File: src/rtl/pwd_present_pkg.sv
package pwd_present_pkg;

  typedef enum logic [2:0] {
    ST_IDLE,
    ST_SEL,
    ST_ADR_HI,
    ST_ADR_LO,
    ST_PW1,
    ST_VAL,
    ST_PW2,
    ST_END
  } seq_state_e;

endpackage

File: src/rtl/pwd_frame_tracker.sv
module pwd_frame_tracker
  import pwd_present_pkg::*;
#(
  parameter logic [7:0] SEL_CODE = 8'hAE,
  parameter logic [7:0] ADR_HI   = 8'h09,
  parameter logic [7:0] ADR_LO   = 8'h00,
  parameter logic [7:0] VAL_CODE = 8'h09,
  parameter int         PW_BYTES = 4,
  localparam int        PW_W     = 8 * PW_BYTES,
  localparam int        IDX_W    = (PW_BYTES > 1) ? $clog2(PW_BYTES) : 1
) (
  input  logic            clk,
  input  logic            rst,
  input  logic            busy,
  input  logic            ev_start,
  input  logic            ev_stop,
  input  logic            stop_in_slot,
  input  logic            ev_byte,
  input  logic [7:0]      byte_in,
  output logic            ack_req,
  output logic            launch,
  output logic [PW_W-1:0] pw_out
);

  localparam logic [IDX_W-1:0] LAST_IDX = IDX_W'(PW_BYTES - 1);

  seq_state_e      state_q, state_n;
  logic [IDX_W-1:0] idx_q, idx_n;
  logic [PW_W-1:0] copy_a_q, copy_b_q;
  logic            ack_q;
  logic            take, sh_a, sh_b, clr;
  logic            last;

  assign last = (idx_q == LAST_IDX);

  always_comb begin
    state_n = state_q;
    idx_n   = idx_q;
    take    = 1'b0;
    launch  = 1'b0;
    sh_a    = 1'b0;
    sh_b    = 1'b0;
    clr     = 1'b0;
    if (!busy) begin
      if (ev_start) begin
        state_n = ST_SEL;
        idx_n   = '0;
        clr     = 1'b1;
      end else if (ev_stop) begin
        state_n = ST_IDLE;
        launch  = (state_q == ST_END) && stop_in_slot && (copy_a_q == copy_b_q);
      end else if (ev_byte) begin
        state_n = ST_IDLE;
        case (state_q)
          ST_SEL: begin
            if (byte_in == SEL_CODE) begin
              take    = 1'b1;
              state_n = ST_ADR_HI;
            end
          end
          ST_ADR_HI: begin
            if (byte_in == ADR_HI) begin
              take    = 1'b1;
              state_n = ST_ADR_LO;
            end
          end
          ST_ADR_LO: begin
            if (byte_in == ADR_LO) begin
              take    = 1'b1;
              state_n = ST_PW1;
              idx_n   = '0;
            end
          end
          ST_PW1: begin
            take = 1'b1;
            sh_a = 1'b1;
            if (last) begin
              state_n = ST_VAL;
              idx_n   = '0;
            end else begin
              state_n = ST_PW1;
              idx_n   = idx_q + IDX_W'(1);
            end
          end
          ST_VAL: begin
            if (byte_in == VAL_CODE) begin
              take    = 1'b1;
              state_n = ST_PW2;
              idx_n   = '0;
            end
          end
          ST_PW2: begin
            take = 1'b1;
            sh_b = 1'b1;
            if (last) begin
              state_n = ST_END;
              idx_n   = '0;
            end else begin
              state_n = ST_PW2;
              idx_n   = idx_q + IDX_W'(1);
            end
          end
          default: state_n = ST_IDLE;
        endcase
      end
    end
  end

  always_ff @(posedge clk) begin
    if (rst) begin
      state_q  <= ST_IDLE;
      idx_q    <= '0;
      copy_a_q <= '0;
      copy_b_q <= '0;
      ack_q    <= 1'b0;
    end else begin
      state_q <= state_n;
      idx_q   <= idx_n;
      ack_q   <= take;
      if (clr) begin
        copy_a_q <= '0;
        copy_b_q <= '0;
      end else begin
        if (sh_a) copy_a_q <= {copy_a_q[PW_W-9:0], byte_in};
        if (sh_b) copy_b_q <= {copy_b_q[PW_W-9:0], byte_in};
      end
    end
  end

  assign ack_req = ack_q;
  assign pw_out  = copy_a_q;

endmodule

File: src/rtl/pwd_cycle_timer.sv
module pwd_cycle_timer #(
  parameter int WR_CYCLES = 250000,
  localparam int CNT_W    = $clog2(WR_CYCLES + 1)
) (
  input  logic clk,
  input  logic rst,
  input  logic launch,
  output logic busy,
  output logic done
);

  logic [CNT_W-1:0] cnt_q;
  logic             busy_q;

  always_ff @(posedge clk) begin
    if (rst) begin
      cnt_q  <= '0;
      busy_q <= 1'b0;
    end else if (busy_q) begin
      if (cnt_q == CNT_W'(1)) begin
        busy_q <= 1'b0;
        cnt_q  <= '0;
      end else begin
        cnt_q <= cnt_q - CNT_W'(1);
      end
    end else if (launch) begin
      busy_q <= 1'b1;
      cnt_q  <= CNT_W'(WR_CYCLES);
    end
  end

  assign busy = busy_q;
  assign done = busy_q && (cnt_q == CNT_W'(1));

endmodule

File: src/rtl/pwd_access_gate.sv
module pwd_access_gate #(
  parameter int PW_W = 32
) (
  input  logic            clk,
  input  logic            rst,
  input  logic            done,
  input  logic [PW_W-1:0] pw_rx,
  input  logic [PW_W-1:0] pw_ref,
  output logic            unlocked
);

  logic match_q;
  logic unl_q;

  always_ff @(posedge clk) begin
    if (rst) begin
      match_q <= 1'b0;
      unl_q   <= 1'b0;
    end else begin
      match_q <= (pw_rx == pw_ref);
      if (done) unl_q <= match_q;
    end
  end

  assign unlocked = unl_q;

endmodule

File: src/rtl/pwd_present_seq.sv
module pwd_present_seq #(
  parameter logic [7:0] SEL_CODE  = 8'hAE,
  parameter logic [7:0] ADR_HI    = 8'h09,
  parameter logic [7:0] ADR_LO    = 8'h00,
  parameter logic [7:0] VAL_CODE  = 8'h09,
  parameter int         PW_BYTES  = 4,
  parameter int         WR_CYCLES = 250000,
  localparam int        PW_W      = 8 * PW_BYTES
) (
  input  logic            clk,
  input  logic            rst,
  input  logic            ev_start,
  input  logic            ev_stop,
  input  logic            stop_in_slot,
  input  logic            ev_byte,
  input  logic [7:0]      byte_in,
  input  logic [PW_W-1:0] pw_stored,
  output logic            ack_req,
  output logic            busy,
  output logic            unlocked
);

  logic            launch;
  logic            done;
  logic [PW_W-1:0] pw_rx;

  pwd_frame_tracker #(
    .SEL_CODE (SEL_CODE),
    .ADR_HI   (ADR_HI),
    .ADR_LO   (ADR_LO),
    .VAL_CODE (VAL_CODE),
    .PW_BYTES (PW_BYTES)
  ) u_track (
    .clk          (clk),
    .rst          (rst),
    .busy         (busy),
    .ev_start     (ev_start),
    .ev_stop      (ev_stop),
    .stop_in_slot (stop_in_slot),
    .ev_byte      (ev_byte),
    .byte_in      (byte_in),
    .ack_req      (ack_req),
    .launch       (launch),
    .pw_out       (pw_rx)
  );

  pwd_cycle_timer #(
    .WR_CYCLES (WR_CYCLES)
  ) u_timer (
    .clk    (clk),
    .rst    (rst),
    .launch (launch),
    .busy   (busy),
    .done   (done)
  );

  pwd_access_gate #(
    .PW_W (PW_W)
  ) u_gate (
    .clk      (clk),
    .rst      (rst),
    .done     (done),
    .pw_rx    (pw_rx),
    .pw_ref   (pw_stored),
    .unlocked (unlocked)
  );

endmodule

File: config.mk
export PLATFORM = sky130hd
export DESIGN_NAME = pwd_present_seq
export DESIGN_NICKNAME = d
export VERILOG_FILES = /design/src/rtl/pwd_present_pkg.sv /design/src/rtl/pwd_frame_tracker.sv /design/src/rtl/pwd_cycle_timer.sv /design/src/rtl/pwd_access_gate.sv /design/src/rtl/pwd_present_seq.sv
export SDC_FILE = /design/constraint.sdc
export NUM_CORES = 1
export LEC_CHECK = 0
export ABC_AREA = 1
export BUFFER_PORTS_ARGS = -buffer_cell sky130_fd_sc_hd__buf_2
export CAP_MARGIN = 20
export CORE_MARGIN = 8
export CORE_UTILIZATION = 59
export CTS_CLUSTER_SIZE = 24
export DETAILED_ROUTE_END_ITERATION = 10
export GPL_TIMING_DRIVEN = 1
export PLACE_DENSITY = 0.8
export REMOVE_ABC_BUFFERS = 1
export SYNTH_ARGS = -nofsm -noshare
export SYNTH_HDL_FRONTEND = slang
export SYNTH_SLANG_ARGS = --single-unit
export TNS_END_PERCENT = 10
File: constraint.sdc
create_clock -name clk -period 1.7 [get_ports clk]
set_input_delay 0.34 -clock clk [delete_from_list [all_inputs] [get_ports clk]]
set_output_delay 0.34 -clock clk [all_outputs]
set_load 0.02 [all_outputs]
==> results of run 1 <==
[power by group]
group | switching (mW) | internal [mW]
combinational | 0.122 | 0.0804
clock | 0.846 | 0.554
sequential | 0.00121 | 2.13
[through the flow]
| stage | power (mW) | area, sq um | hold WS (ns) | setup WS, ns |
|---|---|---|---|---|
| 2_1_floorplan | 2.26 | 4730 | 0.409 | -0.901 |
| 3_3_place_gp | 2.38 | 5370 | 0.457 | 0.0537 |
| 3_5_place_dp | 2.38 | 5370 | 0.470 | 0.0140 |
| 4_1_cts | 3.74 | 5560 | 0.245 | 0.0269 |
| 5_1_grt | 3.86 | 5630 | 0.258 | -0.0159 |
| 6_report | 3.74 | 5630 | 0.253 | 0.114 |
[state kept, by name (all words and copies together), names as in the netlist]
| signal | flops |
|---|---|
| u_track.idx_q | 2 |
| u_track.ack_req | 1 |
| u_track.copy_b_q | 32 |
| u_gate.match_q | 1 |
| u_gate.unlocked | 1 |
| u_timer.cnt_q | 18 |
| u_track.pw_out | 32 |
| u_timer.busy | 1 |
| u_track.state_q | 3 |
[layout by cell type, fill, tap and decap left out, types with 7 or more instances in the layout]
cell type and count:
sky130_fd_sc_hd__a211oi_1 65, sky130_fd_sc_hd__a21oi_1 30, sky130_fd_sc_hd__buf_2 48, sky130_fd_sc_hd__buf_4 25
sky130_fd_sc_hd__clkbuf_8 9, sky130_fd_sc_hd__dfxtp_1 84, sky130_fd_sc_hd__dfxtp_2 7, sky130_fd_sc_hd__inv_1 99
sky130_fd_sc_hd__inv_2 9, sky130_fd_sc_hd__nand2_1 139, sky130_fd_sc_hd__nand2_2 7, sky130_fd_sc_hd__nand3_1 36
sky130_fd_sc_hd__nand4_1 8, sky130_fd_sc_hd__nor2_1 109, sky130_fd_sc_hd__nor2_4 7, sky130_fd_sc_hd__nor3_1 11
sky130_fd_sc_hd__o21ai_0 26, sky130_fd_sc_hd__o22ai_1 8, sky130_fd_sc_hd__xnor2_1 8, sky130_fd_sc_hd__xor2_1 15
[worst min path at each step]
stage,start,endpoint,depth (start not counted)
after floorplan,rst,u_gate.unlocked$_SDFFE_PP0P_,1
after global placement,u_gate.match_q$_SDFF_PP0_,u_gate.unlocked$_SDFFE_PP0P_,2
after detailed placement,u_gate.match_q$_SDFF_PP0_,u_gate.unlocked$_SDFFE_PP0P_,2
after CTS,rst,u_track.idx_q[1]$_SDFFE_PP0P_,2
after global routing,rst,u_track.idx_q[1]$_SDFFE_PP0P_,2
final,rst,u_track.idx_q[1]$_SDFFE_PP0P_,2
[area by class of cell]
| class | instances | area (sq um) |
|---|---|---|
| inverter | 108 | 405 |
| fill | 694 | 2460 |
| sequential | 91 | 1830 |
| clock inverter | 7 | 60.1 |
| clock buffer | 9 | 124 |
| timing repair buffer | 77 | 508 |
| tap | 105 | 131 |
| multi-input combinational | 493 | 2570 |
[worst max-delay path, stage by stage (launching register included)]
cell and delay (ns):
sky130_fd_sc_hd__dfxtp_1 0.33, sky130_fd_sc_hd__inv_2 0.12, sky130_fd_sc_hd__ha_2 0.21, sky130_fd_sc_hd__nand3_1 0.08, sky130_fd_sc_hd__nor3_1 0.15, sky130_fd_sc_hd__nand2_1 0.11, sky130_fd_sc_hd__nand2_2 0.15, sky130_fd_sc_hd__inv_2 0.11
sky130_fd_sc_hd__o21ai_0 0.15, sky130_fd_sc_hd__a21oi_1 0.05
[per-layer routing]
metal | track usage, % | up-vias | share of wire, %
li1 | - | 2462 | -
met1 | 29.9 | 2207 | 44
met2 | 36.8 | 221 | 46
met3 | 4.26 | 20 | 8.0
met4 | 8.34 | 0 | 1.5
met5 | 0 | - | 0
[logic make-up (layout without fill, tap and decap cells)]
logic type                 Yosys count  count (layout)  share of synthesized area [%]
AOI/OAI and AO/OA                  135             135                           17.7
xor gates and xnor gates            23              23                           4.14
adders and majority gates            3               3                          0.771
buffers and inverters              131             201                           11.1
DFF                                 91              91                           37.4
and+or+nand+nor                    332             332                           28.9
[timing repair]
item | 4_1_cts | 5_1_grt
endpoints found under the setup margin | 2 | 18
hold endpoints to repair | 0 | 0
cloned | 0 | 0
buffers inserted | 0 | 1
pin swaps | 0 | 6
hold buffers | 0 | 0
gates resized for setup | 1 | 24
==> metrics.csv, run 1 <==
metric,value,unit
wire length after detailed routing,12700,um
count of routing violations after the opening detailed-route iteration,302,
async set-or-reset flop fraction in the synthesized netlist,0,%
Layout area overhead,15.6,%
endpoint of the worst-slack reg-to-reg timing path,u_timer.cnt_q[0]$_SDFFE_PP0P_,
synthesized instance count,715,
count of input and output buffers,48,
Initial Utilization,60.2,%
Fin. Hold Viols,0,
max-slew violation count,0,
proportion of layout cells with a drive suffix above 1,17.5,%
Max Freq,0.630,GHz
RSZ-0062 raised after global routing,true,
average instance area after synthesis,6.81,sq um
Leakage Power,2.44,nW
capture point of the critical path,u_timer.cnt_q[0]$_SDFFE_PP0P_,
hpwl dp,9650,um
leading area contributor after synthesis,sky130_fd_sc_hd__dfxtp_1,
fraction of the cycle the final worst path needs,93.3,%
setup violators final,0,
count of yosys warnings during synthesis,0,
number of flops mapped to enable cells by yosys,0,
overflow left after global routing,0,
core region area,0.00809,sq mm
clock latency at the later pin of the worst-skew pair,0.36,ns
leading post-synthesis cells by cell area,"sky130_fd_sc_hd__dfxtp_1 37%, sky130_fd_sc_hd__nand2_1 11%, sky130_fd_sc_hd__a211oi_1 10%, sky130_fd_sc_hd__nor2_1 8.6%, sky130_fd_sc_hd__inv_1 7.9%",
count of antenna-violating nets left after detailed routing,0,
WL per Instance,14.3,um
DR vias/cell,5.52,
height of the chip,107,um
number of register bits inferred by synthesis,91,
CP Launch Type,register,
worst min-delay path category,primary input to register,
worst path arrival time,1.84,ns
Die ar.,0.0114,sq mm
worst clock skew on the final layout,0.0109,ns
minimum clock period after layout,1.59,ns
startpoint of the lowest-slack register-to-register path,u_timer.cnt_q[1]$_SDFFE_PP0P_,
number of H-tree branching levels,3,
DRC Markers,0,
num rows,33,
Top Ports,49,
total negative slack for setup checks,0,ns
x dimension of the die,107,um
start point of the critical path,u_timer.cnt_q[1]$_SDFFE_PP0P_,
"number of standard cells in the layout, taps in and fillers out",890,
Tightest Pin Transition,0.379,ns
initial antenna violation count,0,
Required @ worst endpoint,1.95,ns
critical path capture point type,register,
netlist area before placement,0.00487,sq mm
Vias,4910,
clock-pin slew of the registers on the worst-case setup and hold paths,0.10,ns
Post-synth top flop,sky130_fd_sc_hd__dfxtp_1,
ant diodes,0,
"buffers from clock root to sink, at most",2,
Reg2Reg Setup Slack,0.11,ns
number of maximum-capacitance constraint violations,0,
clock tree root driver cell,sky130_fd_sc_hd__clkbuf_8,
depth of the worst register-to-register path,9,
number of nets in the finished design,829,
CTS tree,yes,
via count of the first global-routing pass,4692,
final core area utilization,69.6,%
CP max FO,10,
most frequent cells after synthesis,"144 x sky130_fd_sc_hd__nand2_1, 112 x sky130_fd_sc_hd__nor2_1, 102 x sky130_fd_sc_hd__inv_1, 91 x sky130_fd_sc_hd__dfxtp_1, 65 x sky130_fd_sc_hd__a211oi_1",
most frequently used cell type in the post-synthesis netlist,sky130_fd_sc_hd__nand2_1,
"Worst Path Class, Setup",register to register,
router iterations before antenna repair,5,
pwr/cell area,664,mW/mm^2
worst slew margin relative to its limit,74.6,%
gp weighted congestion,0.997,
Sinks on Clock Net,91,
worst supply voltage drop on vdd,429,uV
largest net degree at the start of global routing,65,
portion of synthesized cell area occupied by the leading cell type,37.4,%
first-pass GRT wire length,21400,um
share of the yosys chip area belonging to registers,37.4,%
outcome,"complete, no violations",
Cell Count Post-Placement,873,
Overall Global Routing Usage,22.9,%
clock buffer count from CTS,9,
count of cell types in the netlist,33,
(Power assumes the default switching activity.)
==> run 2: changes to the inputs <==
PLACE_DENSITY = 0.77   (was 0.8)
==> metrics.csv, run 2 (synthesis results as in run 1) <==
metric,value,unit
outcome,"complete, no violations",
CTS tree,yes,
fin worst setup slack,0.113,ns
CP max FO,6,
worst hold margin,0.261,ns
Initial Utilization,60.2,%
first-pass GRT wire length,21300,um
"Worst Path Class, Setup",register to register,
via count of the first global-routing pass,4678,
height of the chip,107,um
CP max stage cell,sky130_fd_sc_hd__dfxtp_1,
CP bufs+invs,2,
Top Ports,49,
ant diodes,0,
Sinks on Clock Net,91,
count of routing violations after the opening detailed-route iteration,290,
critical path capture point type,register,
wire length after detailed routing,13000,um
gp weighted congestion,1.04,
worst clock skew on the final layout,0.0121,ns
initial antenna violation count,0,
max-slew violation count,0,
Fin. Hold Viols,0,
worst supply voltage drop on vdd,499,uV
largest net degree at the start of global routing,47,
total negative slack for setup checks,0,ns
Required @ worst endpoint,1.95,ns
"worst slack, placed",0.0918,ns
hpwl dp,9850,um
worst min-delay path category,primary input to register,
DRC Markers,0,
Overall Global Routing Usage,22.8,%
pwr/cell area,685,mW/mm^2
Max Freq,0.630,GHz
placed standard-cell area,0.00537,sq mm
Tightest Pin Transition,0.367,ns
worst slew margin relative to its limit,75.4,%
Vias,4902,
number of hold-repair buffers added at the cts stage,0,
"buffers from clock root to sink, at most",2,
setup violators final,0,
fraction of the cycle the final worst path needs,93.4,%
count of input and output buffers,48,
number of H-tree branching levels,3,
x dimension of the die,107,um
minimum clock period after layout,1.59,ns
router iterations before antenna repair,5,
core region area,0.00809,sq mm
RSZ-0062 raised after global routing,true,
clock-pin slew of the registers on the worst-case setup and hold paths,0.09,ns
"number of standard cells in the layout, taps in and fillers out",891,
DR vias/cell,5.50,
proportion of layout cells with a drive suffix above 1,16.2,%
number of nets in the finished design,830,
number of maximum-capacitance constraint violations,0,
Leakage Power,2.45,nW
chain of cells forming the critical path,"inv_1, nand2_1, nand2_1, nand3_1, nor2_1, nand2_1, nor2_2, nand3_4, buf_4, nand3_1, a21oi_1",
Cell Count Post-Placement,873,
Layout area overhead,15.7,%
most used cells in the layout excluding fill and tap cells,"142 x sky130_fd_sc_hd__nand2_1, 110 x sky130_fd_sc_hd__nor2_1, 102 x sky130_fd_sc_hd__inv_1, 88 x sky130_fd_sc_hd__dfxtp_1, 65 x sky130_fd_sc_hd__a211oi_1",
count of antenna-violating nets left after detailed routing,0,
CP Launch Type,register,
clock tree root driver cell,sky130_fd_sc_hd__clkbuf_8,
clock latency at the later pin of the worst-skew pair,0.36,ns
clock buffer count from CTS,9,
"delay-heaviest family, CP",simple AND/OR/NAND/NOR gates,
overflow left after global routing,0,
fill cell instance count of the final layout,736,
"final std cell area, no fill",0.00563,sq mm
WL per Instance,14.5,um
Critical Path Most Common Cell,sky130_fd_sc_hd__nand2_1,
Die ar.,0.0114,sq mm
worst path arrival time,1.84,ns
area used by multi-input combinational logic,0.00255,sq mm
num rows,33,
Storage cell area,0.00183,sq mm
most frequent standard cell in the layout excluding fill and tap cells,sky130_fd_sc_hd__nand2_1,
CP peak stage delay,0.35,ns
-- run 2: changes by cell type in the layout (fill, tap and decap cells not counted), moves of 3 or more --
cell,delta
sky130_fd_sc_hd__inv_2,-3
sky130_fd_sc_hd__dfxtp_2,-4
sky130_fd_sc_hd__dfxtp_1,+4
sky130_fd_sc_hd__nand2_1,+3
sky130_fd_sc_hd__nand2_2,-5
sky130_fd_sc_hd__inv_1,+3
-- run 2: stage by stage --
stage          utilization (%)  power, mW
5_1_grt                   69.6       3.96
3_5_place_dp              66.4       2.39
4_1_cts                   68.9       3.86
2_1_floorplan                -       2.26
3_3_place_gp              66.4       2.38
6_report                  69.6       3.86
-- run 2: final cells by class --
cell class / count / share of cell area [%]
Multi-Input combinational cell: 493 / 45.3
Sequential cell: 91 / 32.4
Timing Repair Buffer: 78 / 9.15
Inverter: 108 / 7.20
Clock buffer: 10 / 2.44
Tap cell: 105 / 2.33
Clock inverter: 6 / 1.13
-- run 2: final timing paths --
path,startpoint,end,slack [ns],cells after the start
max,u_track.pw_out[0]$_SDFFE_PP0P_,u_timer.cnt_q[9]$_SDFFE_PP0P_,0.11,11
min,rst,u_track.state_q[2]$_SDFFE_PP0P_,0.26,2
max reg2reg,u_track.pw_out[0]$_SDFFE_PP0P_,u_timer.cnt_q[9]$_SDFFE_PP0P_,0.11,11
min reg2reg,u_timer.cnt_q[0]$_SDFFE_PP0P_,u_timer.cnt_q[0]$_SDFFE_PP0P_,0.48,1
-- run 2: where the power goes --
group	internal [mW]	leakage, nW	switching, mW
clock network	0.721	0.0987	0.796
registers	2.13	0.734	0.000851
logic	0.0847	1.62	0.124
total	2.94	2.45	0.921
-- run 2: routing by layer --
| metal | track usage, % | vias up | part of all wire, % |
|---|---|---|---|
| met4 | 8.34 | 0 | 1.9 |
| li1 | - | 2466 | - |
| met1 | 29.8 | 2201 | 45 |
| met2 | 36.5 | 207 | 45 |
| met3 | 4.68 | 28 | 7.8 |
| met5 | 0 | - | 0 |
-- run 2: repair_timing --
item                       4_1_cts  5_1_grt
gates resized for setup          0       13
buffers inserted                 0        2
hold endpoints to repair         0        0
setup endpoints to repair        0       19
